**config.mk**
```make
export PLATFORM = sky130hd
export DESIGN_NAME = regstack_top
export DESIGN_NICKNAME = d
export VERILOG_FILES = /design/src/rtl/regstack_pkg.sv /design/src/rtl/regstack_ptr.sv /design/src/rtl/regstack_tags.sv /design/src/rtl/regstack_ram.sv /design/src/rtl/regstack_top.sv
export SDC_FILE = /design/constraint.sdc
export NUM_CORES = 1
export LEC_CHECK = 0
export ABC_AREA = 1
export BUFFER_PORTS_ARGS = -buffer_cell sky130_fd_sc_hd__buf_2
export CORE_MARGIN = 2
export CORE_UTILIZATION = 30
export CTS_BUF_LIST = sky130_fd_sc_hd__clkbuf_2
export CTS_CLUSTER_SIZE = 25
export DETAILED_ROUTE_END_ITERATION = 8
export GPL_ROUTABILITY_DRIVEN = 0
export PLACE_DENSITY = 0.58
export SLEW_MARGIN = 20
export SYNTH_ARGS = -nofsm -noshare
export SYNTH_HDL_FRONTEND = slang
export SYNTH_SLANG_ARGS = --single-unit
```
**constraint.sdc**
```tcl
create_clock -name clk -period 5.8 [get_ports clk]
set_clock_uncertainty 0.15 [all_clocks]
set_input_delay 1.16 -clock clk [delete_from_list [all_inputs] [get_ports clk]]
set_output_delay 1.16 -clock clk [all_outputs]
set_load 0.005 [all_outputs]
```
**src/rtl/regstack_pkg.sv**
```systemverilog
package regstack_pkg;
  typedef logic [1:0] tag_t;
  localparam tag_t TAG_VALID = 2'd0;
  localparam tag_t TAG_ZERO  = 2'd1;
  localparam tag_t TAG_EMPTY = 2'd3;
endpackage

```
**src/rtl/regstack_ptr.sv**
```systemverilog
module regstack_ptr #(
  parameter int SW_W      = 16,
  parameter int PTR_W     = 3,
  parameter int PTR_LSB   = 11,
  parameter int FAULT_BIT = 6
) (
  input  logic             clk,
  input  logic             rst,
  input  logic             sw_wr,
  input  logic [SW_W-1:0]  sw_wdata,
  input  logic             push,
  input  logic             pop,
  input  logic             fault_set,
  output logic [SW_W-1:0]  sw_q,
  output logic [PTR_W-1:0] top
);
  localparam logic [SW_W-1:0] PTR_MASK   = SW_W'(((1 << PTR_W) - 1) << PTR_LSB);
  localparam logic [SW_W-1:0] FAULT_MASK = SW_W'(1) << FAULT_BIT;
  localparam logic [SW_W-1:0] KEEP_MASK  = ~(PTR_MASK | FAULT_MASK);

  assign top = sw_q[PTR_LSB +: PTR_W];

  always_ff @(posedge clk) begin
    if (rst) begin
      sw_q <= '0;
    end else if (sw_wr) begin
      sw_q <= sw_wdata;
    end else begin
      if (push)     sw_q[PTR_LSB +: PTR_W] <= top - PTR_W'(1);
      else if (pop) sw_q[PTR_LSB +: PTR_W] <= top + PTR_W'(1);
      if (fault_set) sw_q[FAULT_BIT] <= 1'b1;
    end
  end


  keep_bits_chk: assert property (@(posedge clk) disable iff (rst)
    !sw_wr |=> ((sw_q & KEEP_MASK) == ($past(sw_q) & KEEP_MASK)));

  push_dec_chk: assert property (@(posedge clk) disable iff (rst)
    (push && !sw_wr) |=> (top == PTR_W'($past(top) - PTR_W'(1))));

  pop_inc_chk: assert property (@(posedge clk) disable iff (rst)
    (pop && !push && !sw_wr) |=> (top == PTR_W'($past(top) + PTR_W'(1))));

  fault_sticky_chk: assert property (@(posedge clk) disable iff (rst)
    (!sw_wr && sw_q[FAULT_BIT]) |=> sw_q[FAULT_BIT]);
endmodule

```
**src/rtl/regstack_tags.sv**
```systemverilog
module regstack_tags
  import regstack_pkg::*;
#(
  parameter int SLOTS = 9,
  parameter int AW    = 4
) (
  input  logic          clk,
  input  logic          rst,
  input  logic          set_en,
  input  logic [AW-1:0] set_idx,
  input  tag_t          set_val,
  input  logic          clr_en,
  input  logic [AW-1:0] clr_idx,
  input  logic [AW-1:0] pa_idx,
  output tag_t          pa_tag,
  input  logic [AW-1:0] pb_idx,
  output tag_t          pb_tag,
  input  logic [AW-1:0] ra_idx,
  output tag_t          ra_tag_q,
  input  logic [AW-1:0] rb_idx,
  output tag_t          rb_tag_q
);
  tag_t tags_q [SLOTS];

  always_ff @(posedge clk) begin
    if (rst) begin
      for (int i = 0; i < SLOTS; i++) tags_q[i] <= TAG_EMPTY;
      ra_tag_q <= TAG_EMPTY;
      rb_tag_q <= TAG_EMPTY;
    end else begin
      if (set_en) tags_q[set_idx] <= set_val;
      if (clr_en) tags_q[clr_idx] <= TAG_EMPTY;
      ra_tag_q <= tags_q[ra_idx];
      rb_tag_q <= tags_q[rb_idx];
    end
  end

  assign pa_tag = tags_q[pa_idx];
  assign pb_tag = tags_q[pb_idx];


  tag_set_chk: assert property (@(posedge clk) disable iff (rst)
    set_en |=> (tags_q[$past(set_idx)] == $past(set_val)));

  tag_clr_chk: assert property (@(posedge clk) disable iff (rst)
    clr_en |=> (tags_q[$past(clr_idx)] == TAG_EMPTY));
endmodule

```
**src/rtl/regstack_ram.sv**
```systemverilog
module regstack_ram #(
  parameter int DATA_W = 64,
  parameter int SLOTS  = 9,
  parameter int AW     = 4
) (
  input  logic              clk,
  input  logic              rst,
  input  logic              we,
  input  logic [AW-1:0]     waddr,
  input  logic [DATA_W-1:0] wdata,
  input  logic [AW-1:0]     ra_addr,
  output logic [DATA_W-1:0] ra_q,
  input  logic [AW-1:0]     rb_addr,
  output logic [DATA_W-1:0] rb_q
);
  logic [DATA_W-1:0] mem [SLOTS];

  always_ff @(posedge clk) begin
    if (we) mem[waddr] <= wdata;
  end

  always_ff @(posedge clk) begin
    if (rst) begin
      ra_q <= '0;
      rb_q <= '0;
    end else begin
      ra_q <= mem[ra_addr];
      rb_q <= mem[rb_addr];
    end
  end
endmodule

```
**src/rtl/regstack_top.sv**
```systemverilog
module regstack_top
  import regstack_pkg::*;
#(
  parameter int DATA_W    = 64,
  parameter int DEPTH     = 8,
  parameter int SW_W      = 16,
  parameter int PTR_LSB   = 11,
  parameter int FAULT_BIT = 6,
  parameter int RND_LSB   = 8,
  parameter int RND_W     = 2,
  parameter int MASK_W    = 6,
  localparam int PW       = $clog2(DEPTH)
) (
  input  logic              clk,
  input  logic              rst,
  input  logic              push_i,
  input  logic              push_zero_i,
  input  logic [DATA_W-1:0] push_data_i,
  input  logic              pop_i,
  input  logic              st_wr_i,
  input  logic [PW-1:0]     st_wr_idx_i,
  input  logic [DATA_W-1:0] st_wr_data_i,
  input  logic [PW-1:0]     st_rd_idx_i,
  output logic [DATA_W-1:0] st_rd_data_o,
  output logic [1:0]        st_rd_tag_o,
  input  logic              scr_wr_i,
  input  logic [DATA_W-1:0] scr_data_i,
  output logic [DATA_W-1:0] scr_data_o,
  output logic [1:0]        scr_tag_o,
  input  logic              sw_wr_i,
  input  logic [SW_W-1:0]   sw_data_i,
  output logic [SW_W-1:0]   sw_o,
  input  logic              cw_wr_i,
  input  logic [SW_W-1:0]   cw_i,
  output logic [RND_W-1:0]  round_o,
  output logic [MASK_W-1:0] exc_mask_o
);
  localparam int SLOTS = DEPTH + 1;
  localparam int AW    = $clog2(SLOTS);
  localparam logic [AW-1:0] SCR_ADDR = AW'(DEPTH);

  logic [PW-1:0]     top, new_top;
  logic              push_eff, pop_eff, stw_eff, scr_eff, fault_set;
  logic              we;
  logic [AW-1:0]     waddr;
  logic [DATA_W-1:0] wdata;
  tag_t              wtag, push_tgt_tag, top_tag;
  logic [AW-1:0]     top_addr, new_top_addr, rd_addr;

  assign push_eff = push_i & ~sw_wr_i;
  assign pop_eff  = pop_i & ~push_i & ~sw_wr_i;
  assign stw_eff  = st_wr_i & ~push_i & ~pop_i & ~sw_wr_i;
  assign scr_eff  = scr_wr_i & ~push_eff & ~stw_eff;

  assign new_top      = top - PW'(1);
  assign top_addr     = AW'(top);
  assign new_top_addr = AW'(new_top);
  assign rd_addr      = AW'(PW'(top + st_rd_idx_i));

  always_comb begin
    we    = 1'b0;
    waddr = SCR_ADDR;
    wdata = scr_data_i;
    wtag  = TAG_VALID;
    if (push_eff) begin
      we    = 1'b1;
      waddr = new_top_addr;
      wdata = push_zero_i ? '0 : push_data_i;
      wtag  = push_zero_i ? TAG_ZERO : TAG_VALID;
    end else if (stw_eff) begin
      we    = 1'b1;
      waddr = AW'(PW'(top + st_wr_idx_i));
      wdata = st_wr_data_i;
    end else if (scr_eff) begin
      we    = 1'b1;
    end
  end

  assign fault_set = (push_eff && (push_tgt_tag != TAG_EMPTY)) ||
                     (pop_eff && (top_tag == TAG_EMPTY));

  regstack_ptr #(.SW_W(SW_W), .PTR_W(PW), .PTR_LSB(PTR_LSB), .FAULT_BIT(FAULT_BIT)) u_ptr (
    .clk(clk), .rst(rst), .sw_wr(sw_wr_i), .sw_wdata(sw_data_i),
    .push(push_eff), .pop(pop_eff), .fault_set(fault_set),
    .sw_q(sw_o), .top(top)
  );

  regstack_tags #(.SLOTS(SLOTS), .AW(AW)) u_tags (
    .clk(clk), .rst(rst),
    .set_en(we), .set_idx(waddr), .set_val(wtag),
    .clr_en(pop_eff), .clr_idx(top_addr),
    .pa_idx(new_top_addr), .pa_tag(push_tgt_tag),
    .pb_idx(top_addr), .pb_tag(top_tag),
    .ra_idx(rd_addr), .ra_tag_q(st_rd_tag_o),
    .rb_idx(SCR_ADDR), .rb_tag_q(scr_tag_o)
  );

  regstack_ram #(.DATA_W(DATA_W), .SLOTS(SLOTS), .AW(AW)) u_ram (
    .clk(clk), .rst(rst), .we(we), .waddr(waddr), .wdata(wdata),
    .ra_addr(rd_addr), .ra_q(st_rd_data_o),
    .rb_addr(SCR_ADDR), .rb_q(scr_data_o)
  );

  always_ff @(posedge clk) begin
    if (rst) begin
      round_o    <= '0;
      exc_mask_o <= '0;
    end else if (cw_wr_i) begin
      round_o    <= cw_i[RND_LSB +: RND_W];
      exc_mask_o <= cw_i[MASK_W-1:0];
    end
  end

  logic cw_unused;
  assign cw_unused = ^{cw_i};


  push_wins_chk: assert property (@(posedge clk) disable iff (rst)
    (push_i && pop_i && !sw_wr_i) |=> (sw_o[PTR_LSB +: PW] == PW'($past(top) - PW'(1))));

  fault_rise_chk: assert property (@(posedge clk) disable iff (rst)
    (fault_set && !sw_wr_i) |=> sw_o[FAULT_BIT]);

  cw_hold_chk: assert property (@(posedge clk) disable iff (rst)
    !cw_wr_i |=> ($stable(round_o) && $stable(exc_mask_o)));
endmodule

```
==> results.json <==
{
  "htreeDepth": 4,
  "peakVddDrop_v": 0.0001782,
  "antenna_found_initial": 4,
  "synth_area_leaders": "edfxtp_1, dfxtp_1, o21ai_0",
  "period_needed_ns": 3.978,
  "async_flop_share_pct": 0,
  "placedCellCount": 3896,
  "fp-row-count": 113,
  "grt_max_degree": 138,
  "area_growth_pct": 24.02,
  "max-cap-violations": 0,
  "cts_buffer_depth": 3,
  "ant_nets": 0,
  "rsz0062_at_grt": "no",
  "core_mm2": 0.09515,
  "synth_edf_count": 577,
  "synth_most_common_cell": "edfxtp_1",
  "ys_seq_area_share_pct": 72.27,
  "firstDrtPassIters": 5,
  "worst-path-buf-inv": 5,
  "grt_use_total_pct": 15.65,
  "setup_violations": 0,
  "grt_overflow": 0,
  "p_leak_nw": 13.79,
  "p_total_mw": 11.76,
  "ys.flop_type": "edfxtp_1",
  "clk_pin_slew_ns": 0.09,
  "post_cts_buffers": 0,
  "cp.arrival_ns": 5.14,
  "max_freq_mhz": 251.4,
  "syn_inst": 2351,
  "synth_top_area_share_pct": 60.05,
  "critPathMaxStageDelay_ns": 0.69,
  "wirelength_um": 78360,
  "instances_no_fill": 4445,
  "crit_fanout": 31,
  "synth_cell_types": 42,
  "period_share_pct": 68.59,
  "grt_pass1_vias": 20370,
  "io_pins": 395,
  "cp_common_cell": "dlygate4sd3_1",
  "nNetsFinal": 3260,
  "critPathCaptureType": "flip-flop",
  "synth_area_mm2": 0.02885,
  "yosysTopAreaCell": "edfxtp_1",
  "vias": 20450,
  "outcome": "completed",
  "via_per_inst": 4.600,
  "die_width_um": 314.1,
  "cts_tree": "built",
  "synth.top_cells.by_count": "edfxtp_1, nor2_1, o21ai_0",
  "hold_viol": 0,
  "syn_nets": 2601,
  "worst-setup-path-type": "in2reg",
  "relSlewSlack_pct": 32.37,
  "tightestPinTransition_ns": 1.014,
  "worstPathCellList": "dlygate4sd3_1, buf_2, nor2_4, nand2_4, nor2_8, buf_4, mux2i_1, dlygate4sd3_1, o21ai_1, dlygate4sd3_1",
  "root_buffer": "clkbuf_2",
  "avgSynthCellArea_um2": 12.27,
  "holdCritPathClass": "in2reg",
  "synth_warnings": 0,
  "drive_gt1_share_pct": 25.14,
  "wl_per_cell_um": 17.63,
  "fp.dieArea_mm2": 0.09867,
  "critPathLaunchType": "primary input",
  "drc_errors": 0,
  "clkSinkCount": 753,
  "cts_buffers": 193,
  "start_util_pct": 30.32,
  "clock_latency_ns": 1.50,
  "powerDensity_mw_per_mm2": 328.6,
  "cp_slowest_cell": "dlygate4sd3_1",
  "report.final.slew_viol_count": 0,
  "tns_ns": 0,
  "post-dp-hpwl_um": 42650,
  "fin_util_pct": 37.60,
  "grt_pass1_wl_um": 117400,
  "io_buffers": 386,
  "drtIter0Drc": 1233,
  "cp.required_ns": 6.96,
  "yosys_register_bits": 753,
  "die_y_um": 314.1,
  "critPathTopFamily": "buffers and inverters"
}
path summary, 6_finish.rpt:
kind / from / endpoint / slack (ns) / cells past startpoint
max: push_i / u_ram.mem[1][26]$_DFFE_PP_ / 1.82 / 10
max reg2reg: u_ptr.sw_q[11]$_SDFFE_PP0N_ / u_ram.mem[4][58]$_DFFE_PP_ / 2.09 / 9
min reg2reg: u_ram.mem[8][11]$_DFFE_PP_ / u_ram.rb_q[11]$_SDFF_PP0_ / 0.25 / 2
min: push_data_i[34] / u_ram.mem[8][34]$_DFFE_PP_ / 0.22 / 3
cell type report:
class | count | area, um^2
Fill cell | 9286 | 59370
Sequential cell | 753 | 20850
Multi-Input combinational cell | 1343 | 6834
Timing Repair Buffer | 616 | 4250
Tap cell | 1265 | 1583
Clock buffer | 297 | 1486
Inverter | 103 | 401.6
Clock inverter | 62 | 361.6
Antenna cell | 6 | 15.01
placed cells by master, fill, tap and decap left out, types with 63 or more instances in the layout:
cell type	synthesis	final
nand2_1	178	178
dlygate4sd3_1	0	184
clkbuf_2	0	297
nand3_1	126	126
dfxtp_1	176	176
buf_2	43	385
nor2_1	369	368
o21ai_0	294	292
o22ai_1	128	128
mux2i_1	63	63
edfxtp_1	577	577
inv_1	93	91
a21oi_1	70	70
routing by layer:
metal	up-vias	global-route usage [%]	wire, um
li1	9864	-	-
met1	9805	20.01	34540
met2	665	25.57	37190
met3	113	4.262	5042
met4	0	5.318	1577
met5	-	0	0
per-stage QoR:
step | hold slack [ns] | setup slack (ns) | area (um^2)
2_1_floorplan | 0.2387 | 0.8285 | 28850
3_3_place_gp | 0.2719 | 1.616 | 32080
3_5_place_dp | 0.2682 | 1.600 | 32080
4_1_cts | 0.0007969 | 1.845 | 35770
5_1_grt | 0.05121 | 1.776 | 35780
6_report | 0.2222 | 1.822 | 35780
timing repair:
action                    4_1_cts  5_1_grt
hold buffers                  184        0
hold endpoints to repair      461        0
resized for setup               0        0
state kept, by name (all words and copies together) (netlist names), named ones only:
name,cells
u_ram.rb_q,64
exc_mask_o,6
u_ptr.sw_q,16
u_tags.tags_q,18
u_ram.ra_q,64
u_ram.mem,576
u_tags.rb_tag_q,2
u_tags.ra_tag_q,2
round_o,2
worst reg2reg max path, stage by stage (launching register included):
cell,delay [ns]
dfxtp_1,0.64
inv_1,0.33
ha_1,0.45
inv_1,0.16
nand2_2,0.09
nand2_2,0.12
nor2_1,0.06
nand2_1,0.09
clkinv_2,0.72
buf_4,0.53
cell families (layout without fill, tap and decap cells):
family / after synthesis / count (layout) / synth area share, %
muxes: 63 / 63 / 2.186
and+or+nand+nor: 707 / 707 / 10.38
xor gates and xnor gates: 3 / 3 / 0.1171
buffers and inverters: 255 / 1078 / 4.181
other: 0 / 6 / 0
AOI/OAI and AO/OA: 559 / 559 / 10.34
DFF: 753 / 753 / 72.27
adders and majority gates: 11 / 11 / 0.5291
report_power, final:
| part | leakage [nW] | switching [mW] | total [mW] | internal, mW |
|---|---|---|---|---|
| combinational | 5.65 | 1.17 | 1.81 | 0.645 |
| clock | 1.40 | 2.20 | 3.69 | 1.49 |
| sequential | 6.75 | 0.0960 | 6.26 | 6.17 |
No activity file was read; power rests on OpenSTA's default activity.
